==> config.mk <==
export PLATFORM = sky130hd
export DESIGN_NAME = icx_ctrl
export DESIGN_NICKNAME = d
export VERILOG_FILES = /design/src/rtl/icx_pkg.sv /design/src/rtl/icx_route.sv /design/src/rtl/icx_regs.sv /design/src/rtl/icx_prio.sv /design/src/rtl/icx_ctrl.sv
export SDC_FILE = /design/constraint.sdc
export NUM_CORES = 1
export LEC_CHECK = 0
export CAP_MARGIN = 20
export CORE_ASPECT_RATIO = 0.8
export CORE_MARGIN = 4
export CORE_UTILIZATION = 50
export CTS_BUF_LIST = sky130_fd_sc_hd__clkbuf_8
export DETAILED_ROUTE_END_ITERATION = 16
export PLACE_DENSITY = 0.81
export SKIP_LAST_GASP = 1
export SYNTH_ARGS = -nofsm -noshare
export SYNTH_HDL_FRONTEND = slang
export SYNTH_SLANG_ARGS = --single-unit
export TNS_END_PERCENT = 1
==> constraint.sdc <==
create_clock -name clk -period 3.2 [get_ports clk]
set_clock_uncertainty 0.2 [all_clocks]
set_input_delay 0.64 -clock clk [delete_from_list [all_inputs] [get_ports clk]]
set_output_delay 0.64 -clock clk [all_outputs]
set_load 0.01 [all_outputs]
==> src/rtl/icx_pkg.sv <==
package icx_pkg;
    localparam int unsigned ICX_SRC   = 64;
    localparam int unsigned ICX_DW    = 32;
    localparam int unsigned ICX_WORDS = 2;
    localparam int unsigned ICX_AW    = 5;
    localparam int unsigned ICX_VW    = $clog2(ICX_SRC);
    localparam int unsigned ICX_BW    = $clog2(ICX_DW);

    typedef struct packed {
        logic                hi;
        logic [ICX_BW-1:0]   bitpos;
    } icx_loc_t;

    typedef enum logic [2:0] {
        REG_EN_HI   = 3'd0,
        REG_EN_LO   = 3'd1,
        REG_PEND_HI = 3'd2,
        REG_PEND_LO = 3'd3,
        REG_VEC     = 3'd4
    } icx_reg_e;

    // Word index 0 is the high word, 1 the low word.
    function automatic icx_loc_t icx_locate(input int unsigned v);
        icx_loc_t l;
        l.hi = 1'b0;
        l.bitpos = '0;
        if (v == 0) begin
            l.hi = 1'b0;
            l.bitpos = '0;
        end else if (v < 16) begin
            l.hi = 1'b0;
            l.bitpos = ICX_BW'(16 - v);
        end else if (v < 32) begin
            l.hi = 1'b1;
            if (v == 16)      l.bitpos = ICX_BW'(2);
            else if (v == 17) l.bitpos = ICX_BW'(1);
            else if (v == 31) l.bitpos = ICX_BW'(0);
            else              l.bitpos = ICX_BW'(33 - v);
        end else if (v < 48) begin
            l.hi = 1'b0;
            l.bitpos = ICX_BW'(63 - v);
        end else begin
            l.hi = 1'b1;
            l.bitpos = ICX_BW'(v - 32);
        end
        return l;
    endfunction
endpackage

==> src/rtl/icx_route.sv <==
module icx_route
    import icx_pkg::*;
(
    input  logic [ICX_SRC-1:0]               src_i,
    input  logic [ICX_WORDS-1:0][ICX_DW-1:0] act_w_i,
    output logic [ICX_WORDS-1:0][ICX_DW-1:0] src_w_o,
    output logic [ICX_SRC-1:0]               act_v_o
);
    // Scatter source inputs into words; gather active bits back by source.
    always_comb begin
        src_w_o = '0;
        act_v_o = '0;
        for (int v = 1; v < ICX_SRC; v++) begin
            icx_loc_t l;
            l = icx_locate(v);
            if (l.hi) begin
                src_w_o[0][l.bitpos] = src_i[v];
                act_v_o[v]           = act_w_i[0][l.bitpos];
            end else begin
                src_w_o[1][l.bitpos] = src_i[v];
                act_v_o[v]           = act_w_i[1][l.bitpos];
            end
        end
    end
endmodule

==> src/rtl/icx_regs.sv <==
module icx_regs
    import icx_pkg::*;
(
    input  logic                             clk,
    input  logic                             rst_n,
    input  logic [ICX_WORDS-1:0]             wr_en_i,
    input  logic [ICX_WORDS-1:0]             w1c_i,
    input  logic [ICX_DW-1:0]                wdata_i,
    input  logic [ICX_WORDS-1:0][ICX_DW-1:0] src_w_i,
    output logic [ICX_WORDS-1:0][ICX_DW-1:0] en_o,
    output logic [ICX_WORDS-1:0][ICX_DW-1:0] pend_o
);
    logic live_q;

    always_ff @(posedge clk or negedge rst_n) begin
        if (!rst_n) live_q <= 1'b0;
        else        live_q <= 1'b1;
    end

    for (genvar w = 0; w < ICX_WORDS; w++) begin : g_word
        logic [ICX_DW-1:0] en_q;
        logic [ICX_DW-1:0] pend_q;
        logic [ICX_DW-1:0] clr_mask;

        assign clr_mask = w1c_i[w] ? wdata_i : '0;

        always_ff @(posedge clk or negedge rst_n) begin
            if (!rst_n) begin
                en_q   <= '0;
                pend_q <= '0;
            end else begin
                if (wr_en_i[w]) en_q <= wdata_i;
                pend_q <= (pend_q & ~clr_mask) | src_w_i[w];
            end
        end

        assign en_o[w]   = en_q;
        assign pend_o[w] = pend_q;

        assert_en_write_R2: assert property (@(posedge clk) disable iff (!rst_n)
            wr_en_i[w] |=> (en_o[w] == $past(wdata_i)));

        assert_w1c_R3: assert property (@(posedge clk) disable iff (!rst_n)
            w1c_i[w] |=> ((pend_o[w] & $past(wdata_i)) == ($past(src_w_i[w]) & $past(wdata_i))));

        assert_level_hold_R4: assert property (@(posedge clk) disable iff (!rst_n)
            live_q |-> ((pend_o[w] & $past(src_w_i[w])) == $past(src_w_i[w])));
    end
endmodule

==> src/rtl/icx_prio.sv <==
module icx_prio
    import icx_pkg::*;
(
    input  logic                 clk,
    input  logic                 rst_n,
    input  logic [ICX_SRC-1:0]   act_i,
    output logic [ICX_VW-1:0]    vec_o
);
    always_comb begin
        vec_o = '0;
        for (int v = ICX_SRC - 1; v >= 1; v--) begin
            if (act_i[v]) vec_o = ICX_VW'(v);
        end
    end

    assert_vec_none_R6: assert property (@(posedge clk) disable iff (!rst_n)
        (vec_o == '0) == (act_i[ICX_SRC-1:1] == '0));

    assert_vec_lowest_R7: assert property (@(posedge clk) disable iff (!rst_n)
        (vec_o != '0) |-> (act_i[vec_o] &&
            ((act_i & ((ICX_SRC'(1) << vec_o) - ICX_SRC'(1)) & ~ICX_SRC'(1)) == '0)));
endmodule

==> src/rtl/icx_ctrl.sv <==
module icx_ctrl
    import icx_pkg::*;
(
    input  logic                 clk,
    input  logic                 rst_n,
    input  logic [ICX_SRC-1:0]   src_i,
    input  logic                 bus_sel_i,
    input  logic                 bus_we_i,
    input  logic [ICX_AW-1:0]    bus_addr_i,
    input  logic [ICX_DW-1:0]    bus_wdata_i,
    output logic [ICX_DW-1:0]    bus_rdata_o,
    output logic                 irq_o
);
    logic [2:0]                       word_sel;
    logic                             wr_req;
    logic [ICX_WORDS-1:0]             wr_en;
    logic [ICX_WORDS-1:0]             w1c;
    logic [ICX_WORDS-1:0][ICX_DW-1:0] src_w;
    logic [ICX_WORDS-1:0][ICX_DW-1:0] en_w;
    logic [ICX_WORDS-1:0][ICX_DW-1:0] pend_w;
    logic [ICX_WORDS-1:0][ICX_DW-1:0] act_w;
    logic [ICX_SRC-1:0]               act_v;
    logic [ICX_VW-1:0]                vec;
    logic                             any_act;
    logic                             irq_q;

    assign word_sel = bus_addr_i[4:2];
    assign wr_req   = bus_sel_i & bus_we_i;

    always_comb begin
        wr_en = '0;
        w1c   = '0;
        unique case (word_sel)
            REG_EN_HI:   wr_en[0] = wr_req;
            REG_EN_LO:   wr_en[1] = wr_req;
            REG_PEND_HI: w1c[0]   = wr_req;
            REG_PEND_LO: w1c[1]   = wr_req;
            default: ;
        endcase
    end

    icx_route u_route (
        .src_i   (src_i),
        .act_w_i (act_w),
        .src_w_o (src_w),
        .act_v_o (act_v)
    );

    icx_regs u_regs (
        .clk     (clk),
        .rst_n   (rst_n),
        .wr_en_i (wr_en),
        .w1c_i   (w1c),
        .wdata_i (bus_wdata_i),
        .src_w_i (src_w),
        .en_o    (en_w),
        .pend_o  (pend_w)
    );

    for (genvar w = 0; w < ICX_WORDS; w++) begin : g_act
        assign act_w[w] = pend_w[w] & en_w[w];
    end

    icx_prio u_prio (
        .clk   (clk),
        .rst_n (rst_n),
        .act_i (act_v),
        .vec_o (vec)
    );

    assign any_act = |act_w;

    always_ff @(posedge clk or negedge rst_n) begin
        if (!rst_n) irq_q <= 1'b0;
        else        irq_q <= any_act;
    end
    assign irq_o = irq_q;

    always_comb begin
        bus_rdata_o = '0;
        unique case (word_sel)
            REG_EN_HI:   bus_rdata_o = en_w[0];
            REG_EN_LO:   bus_rdata_o = en_w[1];
            REG_PEND_HI: bus_rdata_o = pend_w[0];
            REG_PEND_LO: bus_rdata_o = pend_w[1];
            REG_VEC:     bus_rdata_o = {vec, {(ICX_DW-ICX_VW){1'b0}}};
            default: ;
        endcase
    end

    assert_irq_lag_R8: assert property (@(posedge clk) disable iff (!rst_n)
        irq_o == $past(|(pend_w & en_w)));
endmodule

==> summary.md <==
| Metric | Value |
|---|---|
| Destination of the worst hold path | u_regs.g_word[1].pend_q[13]$_DFF_PN0_ |
| Crit path launch type | primary input |
| Most used DFF post-synth | dfrtp_1 |
| Gr usage total | 29.1% |
| Setup crit end kind | output port |
| Asr flop ratio synth | 100% |
| Final setup fails | 14 |
| TritonRoute pass-1 iters | 6 |
| Top cell type's share of synthesized area | 48.8% |
| Max Cap Violations | 0 |
| HPWL after DPL | 15.7 mm |
| Yosys cell types | 48 |
| Hold Crit Start | u_regs.g_word[1].pend_q[13]$_DFF_PN0_ |
| Slew Viols, Final | 0 |
| Fillers | 868 |
| Gp weighted congestion | 1.00 |
| Dpl cell area | 8630 um2 |
| Root buf cell | clkbuf_8 |
| Die Area | 15,200 um2 |
| Cell row count | 37 |
| Via density | 6.34 |
| Setup ws final | -101 ps |
| Leak pwr | 3.82 nW |
| Hold Crit Depth | 1 |
| Residual DRC | 0 |
| Part of the cycle the worst path needs | 103% |
| Reg2Reg Depth | 6 |
| Post-synth top cells | 129 x dfrtp_1, 116 x nand2_1, 64 x a21o_1, 64 x mux2_1, 40 x a22o_1 |
| Reg2reg end | irq_o$_DFF_PN0_ |
| RSZ-0062 raised after global routing | yes |
| Worst-skew pair later-pin latency | 450 ps |
| Crit path time final | 3300 ps |
| Chip Height | 111 um |
| Share of cells above drive strength 1 | 19.7% |
| Synth-to-layout area growth | 41.2% |
| Hold Crit Class | flop to flop |
| Worst path required time | 2360 ps |
| Post-route cell area | 9350 um2 |
| Synth Register Bits | 129 |
| Clock-pin slew on the worst setup and hold paths | 70 ps |
| Largest cells by area after synthesis | dfrtp_1 49%, mux2_1 11%, a21o_1 7.3% |
| Avg Cell Area, Syn | 10.7 um2 |
| First-pass GRT wire length | 34.0 mm |
| DR vias | 6,448 |
| Final WL | 22.1 mm |
| Setup TNS | -648 ps |
| Area leader, netlist | dfrtp_1 |
| CTS max path bufs | 2 |
| R2R Setup Slk | 980 ps |
| Normalized max-slew margin | 45.4% |
| Number of global-route vias before repair | 6,430 |
| Clock Sinks | 129 |
| Crit path kind | primary input to output port |
| Worst hold slack | 313 ps |
| Maximum vdd ir drop | 293 uV |
| Fin. Hold Viols | 0 |
| Mapped Nets | 724 |
| Cells after Synth | 619 |
| Die X-Extent | 137 um |
| H-tree levels | 4 |
| Total CTS buffers | 17 |
| CP arrival | 2460 ps |
| Achievable Freq | 0.303 GHz |
| Failing checks | negative setup slack |
| Largest net degree at the start of global routing | 54 |
| Dpl ws | -642 ps |
| Initial core utilization | 51.3% |
| Global route overflow | 0 |
| Port Buffers | 134 |
| Most common cell in the synthesized netlist | dfrtp_1 |
| Number of flops mapped to enable cells by yosys | 0 |
| YS warnings | 0 |
| CTS tree | yes |
| Status | finished, violations left |
| Area occupied by multi-input gates | 3440 um2 |
| Seq/Total Area, Yosys | 48.8% |
| Max FO, Critical Path | 7 |
| Mapped Area | 6620 um2 |
| DR iter-0 viols | 768 |
| Power Density | 496 nW/um2 |
| Io pins | 138 |
| Final #Nets | 936 |
| FF/Latch Area | 3230 um2 |
| R2R Path Start | u_regs.g_word[1].en_q[11]$_DFFE_PN0P_ |
| Wire per inst | 21.7 um |
| Antenna viol nets, final | 0 |
| Core area | 12,900 um2 |
| Initial antenna violation count | 0 |
| Number of diodes | 0 |
| Worst Tran Pin Value | 799 ps |
==> per-layer routing <==
metal	global-route usage, %	part of all wire (%)	up-vias
met4	10.3	3.2	0
li1	-	-	2790
met5	0	0	-
met3	8.44	11	69
met1	41.3	41	3156
met2	42.4	44	433
==> what timing repair did <==
action,4_1_cts,5_1_grt
endpoints found under the hold margin,8,0
hold buffers,1,0
endpoints found under the setup margin,32,24
buffers inserted,10,10
gates cloned,2,0
pin swaps,2,13
gates resized for setup,66,37
==> critical path, stage by stage <==
cell             delay [ps]
dlygate4sd2_1           320
buf_4                   210
nor3b_4                 250
buf_4                   210
a22o_1                  160
a221o_1                 130
clkdlybuf4s50_1         540
==> cell families (layout without fill, tap and decap cells) <==
kind of cell / after synthesis / in the layout / synth area share, %
simple gates: 176 / 176 / 11.7
mux: 67 / 67 / 11.7
buf+inv: 34 / 257 / 2.21
compound gates: 213 / 213 / 25.6
flops: 129 / 129 / 48.8
==> per-stage QoR <==
stage | power [mW] | utilization [%] | std cells
3_5_place_dp | 3.26 | 66.8 | 964
6_report | 4.64 | 72.4 | 1017
5_1_grt | 4.85 | 72.4 | 1017
3_3_place_gp | 3.21 | 66.8 | 964
4_1_cts | 4.54 | 71.1 | 1007
2_1_floorplan | 2.64 | - | 619
==> registers in the layout, indices dropped and copies added (netlist names) <==
name                  flops
irq_o                     1
u_regs.g_word.pend_q     64
u_regs.g_word.en_q       64
==> layout make-up <==
class	instances	share of cell area, %
Clock inverter	10	0.763
Tap cell	175	2.34
Clock buffer	20	2.94
Timing Repair Buffer	223	22.4
Sequential cell	129	34.6
Inverter	4	0.161
Multi-Input combinational cell	456	36.8
==> where the power goes <==
group / internal [mW] / total [mW] / switching, mW
clock network: 0.649 / 1.26 / 0.608
registers: 1.83 / 2.05 / 0.223
logic: 0.673 / 1.33 / 0.658
total: 3.15 / 4.64 / 1.49
==> placed cells by master (no fill, tap or decap), types with 3 or more instances in the layout <==
cell type / synthesis / layout
nand2_1: 116 / 116
a21oi_2: 0 / 3
clkdlybuf4s50_1: 0 / 105
nor3_1: 5 / 3
buf_2: 15 / 3
nor2_1: 8 / 7
a21o_1: 64 / 64
clkdlybuf4s15_2: 0 / 3
dfrtp_1: 129 / 127
clkbuf_8: 0 / 20
inv_1: 4 / 7
nand3_1: 15 / 15
a21oi_1: 15 / 12
buf_4: 0 / 74
a22oi_2: 0 / 11
a211oi_1: 5 / 5
o211ai_1: 4 / 4
and3_1: 5 / 5
a221o_1: 26 / 26
o21ai_0: 5 / 5
buf_12: 0 / 6
a32o_1: 8 / 7
o21ai_1: 5 / 5
clkbuf_2: 0 / 5
dlygate4sd2_1: 0 / 17
mux2_1: 64 / 64
a22o_1: 40 / 39
buf_6: 0 / 7
clkinv_2: 0 / 6
nand4_1: 4 / 4
a22oi_1: 24 / 13
==> worst max-delay path by stage <==
stage,from,end,slack (ps),cells after the start
floorplan,bus_addr_i[2],bus_rdata_o[31],270,5
global route,bus_addr_i[3],bus_rdata_o[25],-130,7
finish,bus_addr_i[3],bus_rdata_o[25],-100,7
CTS,bus_addr_i[3],bus_rdata_o[2],-70,7
detailed placement,bus_addr_i[2],bus_rdata_o[31],-640,6
global placement,bus_addr_i[2],bus_rdata_o[31],-610,6
(Power assumes the default switching activity.)
